### src/rtl/wdog_pkg.sv
package wdog_pkg;
  localparam int REG_W   = 8;
  localparam int EN_POS  = 7;
  localparam int CLR_POS = 5;
  localparam int SEL_W   = 3;
  localparam int MIN_SHIFT = 3;
  localparam int PRE_W   = MIN_SHIFT + (1 << SEL_W) - 1;

  typedef struct packed {
    logic             en;
    logic [SEL_W-1:0] sel;
  } wdog_ctrl_t;
endpackage

### src/rtl/wdog_ctrl_reg.sv
module wdog_ctrl_reg
  import wdog_pkg::*;
(
  input  logic             clk,
  input  logic             sys_rst,
  input  logic             wr_en,
  input  logic [REG_W-1:0] wr_data,
  output wdog_ctrl_t       ctrl,
  output logic             restart,
  output logic [REG_W-1:0] rd_data
);
  wdog_ctrl_t ctrl_q;

  always_ff @(posedge clk) begin
    if (sys_rst) begin
      ctrl_q <= '0;
    end else if (wr_en) begin
      ctrl_q.en  <= wr_data[EN_POS];
      ctrl_q.sel <= wr_data[SEL_W-1:0];
    end
  end

  // restart is a command strobe only; it is never held in the register
  assign restart = wr_en & wr_data[CLR_POS] & ~sys_rst;
  assign ctrl    = ctrl_q;

  always_comb begin
    rd_data                = '0;
    rd_data[EN_POS]        = ctrl_q.en;
    rd_data[SEL_W-1:0]     = ctrl_q.sel;
  end
endmodule

### src/rtl/wdog_prescaler.sv
module wdog_prescaler
  import wdog_pkg::*;
(
  input  logic             clk,
  input  logic             hold,
  input  logic             run,
  input  logic [SEL_W-1:0] sel,
  output logic             tick
);
  logic [PRE_W-1:0] pre_q;
  logic [PRE_W-1:0] mask;
  int unsigned      shamt;

  always_comb begin
    shamt = int'(sel) + MIN_SHIFT;
    mask  = ~({PRE_W{1'b1}} << shamt);
  end

  always_ff @(posedge clk) begin
    if (hold || !run) pre_q <= '0;
    else              pre_q <= pre_q + 1'b1;
  end

  // all low bits set marks the end of one divided period
  assign tick = run && !hold && ((pre_q & mask) == mask);
endmodule

### src/rtl/wdog_counter.sv
module wdog_counter #(
  parameter int CNT_W = 16
) (
  input  logic clk,
  input  logic hold,
  input  logic run,
  input  logic tick,
  output logic ovf
);
  localparam logic [CNT_W-1:0] CNT_MAX = {CNT_W{1'b1}};
  logic [CNT_W-1:0] cnt_q;

  always_ff @(posedge clk) begin
    if (hold || !run) cnt_q <= '0;
    else if (tick)    cnt_q <= cnt_q + 1'b1;
  end

  assign ovf = run && !hold && tick && (cnt_q == CNT_MAX);
endmodule

### src/rtl/wdog_rst_gen.sv
module wdog_rst_gen #(
  parameter int RST_CYCLES = 4
) (
  input  logic clk,
  input  logic rst,
  input  logic ovf,
  output logic req
);
  localparam int LW = (RST_CYCLES > 1) ? $clog2(RST_CYCLES) : 1;
  localparam logic [LW-1:0] LOAD = LW'(RST_CYCLES - 1);
  logic [LW-1:0] left_q;
  logic          req_q;

  always_ff @(posedge clk) begin
    if (rst) begin
      left_q <= '0;
      req_q  <= 1'b0;
    end else if (ovf) begin
      left_q <= LOAD;
      req_q  <= 1'b1;
    end else if (left_q != '0) begin
      left_q <= left_q - 1'b1;
      req_q  <= 1'b1;
    end else begin
      req_q  <= 1'b0;
    end
  end

  assign req = req_q;
endmodule

### src/rtl/wdog_timer.sv
module wdog_timer
  import wdog_pkg::*;
#(
  parameter int CNT_W      = 16,
  parameter int RST_CYCLES = 4
) (
  input  logic             clk,
  input  logic             rst,
  input  logic             wr_en,
  input  logic [REG_W-1:0] wr_data,
  output logic [REG_W-1:0] rd_data,
  output logic             wdt_rst_o
);
  wdog_ctrl_t ctrl;
  logic       restart;
  logic       sys_rst;
  logic       tick;
  logic       ovf;
  logic       hold;

  assign sys_rst = rst | wdt_rst_o;
  assign hold    = sys_rst | restart;

  wdog_ctrl_reg u_reg (
    .clk     (clk),
    .sys_rst (sys_rst),
    .wr_en   (wr_en),
    .wr_data (wr_data),
    .ctrl    (ctrl),
    .restart (restart),
    .rd_data (rd_data)
  );

  wdog_prescaler u_pre (
    .clk  (clk),
    .hold (hold),
    .run  (ctrl.en),
    .sel  (ctrl.sel),
    .tick (tick)
  );

  wdog_counter #(.CNT_W(CNT_W)) u_cnt (
    .clk  (clk),
    .hold (hold),
    .run  (ctrl.en),
    .tick (tick),
    .ovf  (ovf)
  );

  wdog_rst_gen #(.RST_CYCLES(RST_CYCLES)) u_rgen (
    .clk (clk),
    .rst (rst),
    .ovf (ovf),
    .req (wdt_rst_o)
  );
endmodule

### config.mk
export PLATFORM = sky130hd
export DESIGN_NAME = wdog_timer
export DESIGN_NICKNAME = d
export VERILOG_FILES = /design/src/rtl/wdog_pkg.sv /design/src/rtl/wdog_ctrl_reg.sv /design/src/rtl/wdog_prescaler.sv /design/src/rtl/wdog_counter.sv /design/src/rtl/wdog_rst_gen.sv /design/src/rtl/wdog_timer.sv
export SDC_FILE = /design/constraint.sdc
export NUM_CORES = 1
export LEC_CHECK = 0
export BUFFER_PORTS_ARGS = -buffer_cell sky130_fd_sc_hd__buf_2
export CAP_MARGIN = 30
export CORE_MARGIN = 8
export CORE_UTILIZATION = 55
export DETAILED_ROUTE_END_ITERATION = 16
export PLACE_DENSITY = 0.77
export SETUP_SLACK_MARGIN = 0.2
export SYNTH_ARGS = -nofsm -noshare
export SYNTH_HDL_FRONTEND = slang
export SYNTH_SLANG_ARGS = --single-unit
### constraint.sdc
create_clock -name clk -period 3 [get_ports clk]
set_input_delay 0.3 -clock clk [delete_from_list [all_inputs] [get_ports clk]]
set_output_delay 0.3 -clock clk [all_outputs]
set_load 0.01 [all_outputs]
; ---- After elaboration in Yosys (flattened, before gate mapping)
; Cells that the tools add are included.
[word_totals]
out_inout_bits = 9
reg_bits = 33
latch_bits = 0
memories = 0
rom_bits = 0
mem_bits_rw = 0
[op_classes]
addsub = 4
shift = 1
n_reduce_logical = 9
div = 0
n_eq_ne = 2
mux = 4
bitwise = 7
n_mul = 0
n_lt_le_gt_ge = 0
[ops]
columns = op, count
row1 = << shifter 10 x 32 -> 10 bit (first input constant), 1
row2 = adder 16 x 1 -> 16 bit (second input constant), 1
row3 = equality test 16 bit (second input constant), 1
row4 = adder 10 x 1 -> 10 bit (second input constant), 1
row5 = bitwise AND 10 bit, 1
row6 = equality test 10 bit, 1
row7 = inverter 10 bit, 1
row8 = adder 3 x 2 -> 4 bit (second input constant), 1
row9 = logical AND 1 bit, 4
row10 = two-way mux 2 bit, 2
row11 = nonzero test 2 bit, 2
row12 = bitwise AND 1 bit, 2
row13 = logical NOT 1 bit, 2
row14 = two-way mux 1 bit, 2
row15 = bitwise OR 1 bit, 2
row16 = subtractor 2 x 1 -> 2 bit (second input constant), 1
row17 = logical OR 1 bit, 1
row18 = inverter 1 bit, 1

; ---- Depth between registers and ports, before layout
[depth]
word_depth = 10
depth_mapped = 8
depth_no_buf = 7

; ---- Cells and area by module
; A second synthesis with hierarchy kept.
[hier_totals]
cells_unflattened = 196
area_unflattened_um2 = 1761.7
[by_module_without_submodules]
columns = module, area_per_inst_um2, cells_per_inst, seq_area_each_um2, instances
row1 = wdog_counter, 835.8, 92, 320.3, 1
row2 = wdog_prescaler, 573.0, 66, 200.2, 1
row3 = wdog_ctrl_reg, 217.7, 24, 80.1, 1
row4 = wdog_rst_gen, 122.6, 12, 60.1, 1
row5 = wdog_timer, 12.5, 2, 0.0, 1

; ---- Least setup slack after synthesis
; No wires, ideal clock.
[synth_timing]
path_type = register to register
startpoint = reg u_reg.ctrl[1] (netlist name)
endpoint = reg u_cnt.cnt_q[11]
stages_incl_launch_ff = 9
setup_slack_ns = 0.863
arrival_ns = 2.066
required_ns = 2.930
setup_ns = 0.070
path_cell_list = dfxtp_1 inv_1 ha_1 o211a_1 o2111a_1 o2111ai_2 buf_6 or4_1 a21oi_1
[synth_between]
elab_chain_len = 6
[synth_lines]
columns = item, line_no
row1 = adder 3 x 2 -> 4 bit (*), wdog_prescaler.sv:15  ; shamt = int'(sel) + MIN_SHIFT;
row2 = << shifter 10 x 32 -> 10 bit (*), wdog_prescaler.sv:16  ; mask = ~({PRE_W{1'b1}} << shamt);
row3 = inverter 10 bit (*), wdog_prescaler.sv:16
row4 = bitwise AND 10 bit, wdog_prescaler.sv:25  ; assign tick = run && !hold && ((pre_q & mask) == mask);
row5 = equality test 10 bit (*), wdog_prescaler.sv:25
row6 = logical AND 1 bit (*), wdog_prescaler.sv:25
row7 = end signal: assignment, wdog_counter.sv:15  ; else if (tick) cnt_q <= cnt_q + 1'b1;
row8 = end: declaration, wdog_counter.sv:11  ; logic [CNT_W-1:0] cnt_q;
; Mark *: on every way between the ends. The rest lies on a longest branch, timed or not.
; A chain may end at the register's enable or synchronous reset.

; ---- Worst setup path after layout
[layout_timing]
startpoint = reg u_reg.ctrl[1] (netlist name)
endpoint = reg u_rgen.left_q[1]
[layout_between]
elab_chain_len = 9
word_cells_on_any_way = 10
[layout_lines]
columns = item, line_no
row1 = adder 3 x 2 -> 4 bit (*), wdog_prescaler.sv:15
row2 = << shifter 10 x 32 -> 10 bit (*), wdog_prescaler.sv:16
row3 = inverter 10 bit (*), wdog_prescaler.sv:16
row4 = bitwise AND 10 bit, wdog_prescaler.sv:25
row5 = equality test 10 bit (*), wdog_prescaler.sv:25
row6 = logical AND 1 bit (*), wdog_prescaler.sv:25
row7 = logical AND 1 bit (*) (2 in a row), wdog_counter.sv:18  ; assign ovf = run && !hold && tick && (cnt_q == CNT_MAX);
row8 = two-way mux 2 bit or nonzero test 2 bit (tied branches), -
row9 = end signal: assignment, wdog_rst_gen.sv:22  ; left_q <= left_q - 1'b1;
row10 = end: declaration, wdog_rst_gen.sv:11  ; logic [LW-1:0] left_q;
; Marks and branches as above.

==> summary.txt <==
Run status
  • Status: finished clean

Place
  • Placed Area: 1650 µm²
  • DPL Wire Length: between 2 and 2.5 mm
  • Final GP Congestion: between 0.7 and 0.8
  • Port Buffers: 12

Cells and area
  • Area Overhead vs Synth: 8.09%
  • Nets: 211
  • # fillers: 250
  • Antenna cell count: 0
  • Layout cells sized above 1: between 10% and 20%
  • Most frequent cells in the layout: dfxtp_1 (33), nor2_1 (17), a21oi_1 (14)
  • Fin area: 1740 µm²
  • Most common cell after layout, fill and taps aside: dfxtp_1

Timing
  • Min Tclk post-route: ~2.5 ns
  • Period utilisation layout: around 83%
  • Post-route setup TNS: 0 ns
  • Setup violations, final: 0
  • Worst Tran Pin Value: about 0.81 ns
  • RSZ-0062 raised after global routing: false
  • Final Hold Fails: 0
  • Worst Skew: approximately 0.015 ns
  • Max frequency: slightly above 0.4 GHz
  • Max-slew violations: 0
  • Relative max-transition margin: a little under half

Setup path
  • Setup crit start kind: flop
  • Crit-path max FO: 13
  • Setup Crit Path Kind: flop to flop
  • Data required time of the worst path: between 3 and 4 ns
  • Critical Path AT: roughly 2.8 ns
  • Crit end category: flop

Clocking
  • Worst-Skew Late Latency: about 0.33 ns
  • Post-cts resize count: 0
  • CTS Buf Count: 5
  • CTS tree: built
  • # Post-CTS Setup Buffers: 0
  • Clk buf depth: 2
  • Reg clk slew, reported paths: ~0.1 ns
  • H-tree Lvls: 2
  • Root Buffer: clkbuf_4
  • Hold_buf cts: 0
  • Clk sinks: 33

Synth
  • Syn Area/Cell: between 8 and 9 µm²
  • Yosys warns: 0
  • Area contributors post-synth: dfxtp_1 (41%), ha_1 (4.7%), a21oi_1 (4.4%)
  • Area share of the largest cell type after synthesis: 41.1%
  • Sequential fraction of the synthesis area: around 41%
  • Post-synth top area cell: dfxtp_1
  • Synth Cell Area: 1610 µm²
  • EDFF count, synth: 0
  • Async S/R FF share, synth: 0%
  • Distinct cells, synth: 37
  • Post-Synthesis Cells: between 150 and 200
  • Top_reg_cell synth: dfxtp_1
  • Synth Register Bits: 33

Floorplan
  • Row count: 19
  • IO Count: 20
  • Die X-Extent: about 70 µm
  • Starting Density: between 50% and 60%
  • Die height: 70.1 µm
  • Die area: around 4900 µm²
  • Core area: about 2800 µm²

Global routing
  • Largest net degree at the start of global routing: 16
  • Vias in the first global route: roughly 1300
  • Initial antenna violation count: 0
  • First-pass GRT wire length: 5.24 mm
  • GR Util All Layers: about 13%
  • Grt ovf: 0

Power and ir drop
  • Clock network power share: 36.8%
  • Worst IR drop on VDD: about 0.52 mV
  • Leakage: about 0.63 nW
  • Sw Pwr: ~230 µW
  • Combinational share of power: around an eighth
  • Sw Ratio: 24.7%
  • Flop pwr share: a little over 50%
  • Power density cells: 540 nW/µm²
  • Internal power: about 710 µW

Drt
  • Via density per instance: 5.69
  • ANT nets after route: 0
  • First-pass DRT Iterations: 4
  • WL/cell: 13.6 µm
  • Final WL: 3.08 mm
  • DRC Markers: 0
  • Initial DRC count: 80
  • Vias: approximately 1300

Job
  • Max cap viols: 0

Hold path
  • HP Class: input pin to flop
[power groups by stage]
stage	logic, mW	clock network [mW]	registers [mW]
final	0.110	0.345	0.482
after detailed placement	0.111	0	0.493
after global routing	0.128	0.370	0.486
after global placement	0.105	0	0.492
after floorplan	0.0800	0	0.494
after CTS	0.112	0.355	0.483
[cell families after synthesis]
logic type      synth area share [%]
fa+ha+maj                       4.67
other cells                    0.233
simple gates                    21.2
compound gates                  16.7
flops                           41.1
xor+xnor                        5.99
buf+inv                         7.08
mux                             3.11
[critical path, stage by stage, from the launching register on]
cell,delay (ns)
dfxtp_1,0.45
inv_1,0.09
ha_1,0.31
o211a_1,0.15
o2111a_1,0.25
o2111ai_1,0.42
or4b_1,0.66
o21ai_0,0.09
[per-layer routing]
layer  global-route usage (%)  vias to the layer above  share of wire [%]
met5                        0                        -                  0
met4                     4.46                        0                1.1
met3                     5.79                        4                6.9
met2                     22.4                       32                 47
met1                     12.5                      589                 45
li1                         -                      662                  -
[area by class of cell]
type | instances | area, µm² | area share (%)
flip-flops and latches | 33 | 661 | 38.0
well taps | 31 | 38.8 | 2.23
clock buffers | 7 | 55.1 | 3.17
clock inverters | 1 | 30.0 | 1.73
inverters | 11 | 41.3 | 2.38
multi-input cells | 130 | 845 | 48.6
repair buffers | 13 | 67.6 | 3.89
[Yosys cell counts (3+ instances only)]
master	instances
nand3_1	6
inv_1	11
nor2_1	17
o31ai_1	3
nand4_1	5
nand2_1	9
xor2_1	6
dfxtp_1	33
or4_1	3
buf_4	5
mux2i_1	5
ha_1	6
or3_1	9
a21oi_1	14
o21ai_0	12
xnor2_1	5
nor3_1	5
clkbuf_1	5
[registers in the layout, indices dropped and copies added, names as in the netlist]
signal	flops
u_cnt.cnt_q	16
u_reg.ctrl	4
u_rgen.left_q	2
u_pre.pre_q	10
u_rgen.req	1
[worst paths after layout]
kind | from | to | slack, ns | cells past startpoint
max | u_reg.ctrl[1] | u_rgen.left_q[1] | 0.52 | 7
min | rst | u_reg.ctrl[3] | 0.24 | 2
max reg2reg | u_reg.ctrl[1] | u_rgen.left_q[1] | 0.52 | 7
min reg2reg | u_pre.pre_q[0] | u_pre.pre_q[0] | 0.47 | 1
[metrics by stage]
step	setup slack, ns	util [%]	hold WS (ns)	std cells	power (mW)
4_1_cts	0.530	63.0	0.218	226	0.950
3_3_place_gp	0.632	59.9	0.444	218	0.597
2_1_floorplan	0.863	-	0.433	186	0.574
5_1_grt	0.362	63.0	0.236	226	0.984
6_report	0.517	63.0	0.237	226	0.938
3_5_place_dp	0.549	59.9	0.462	218	0.604
(Power assumes the default switching activity.)
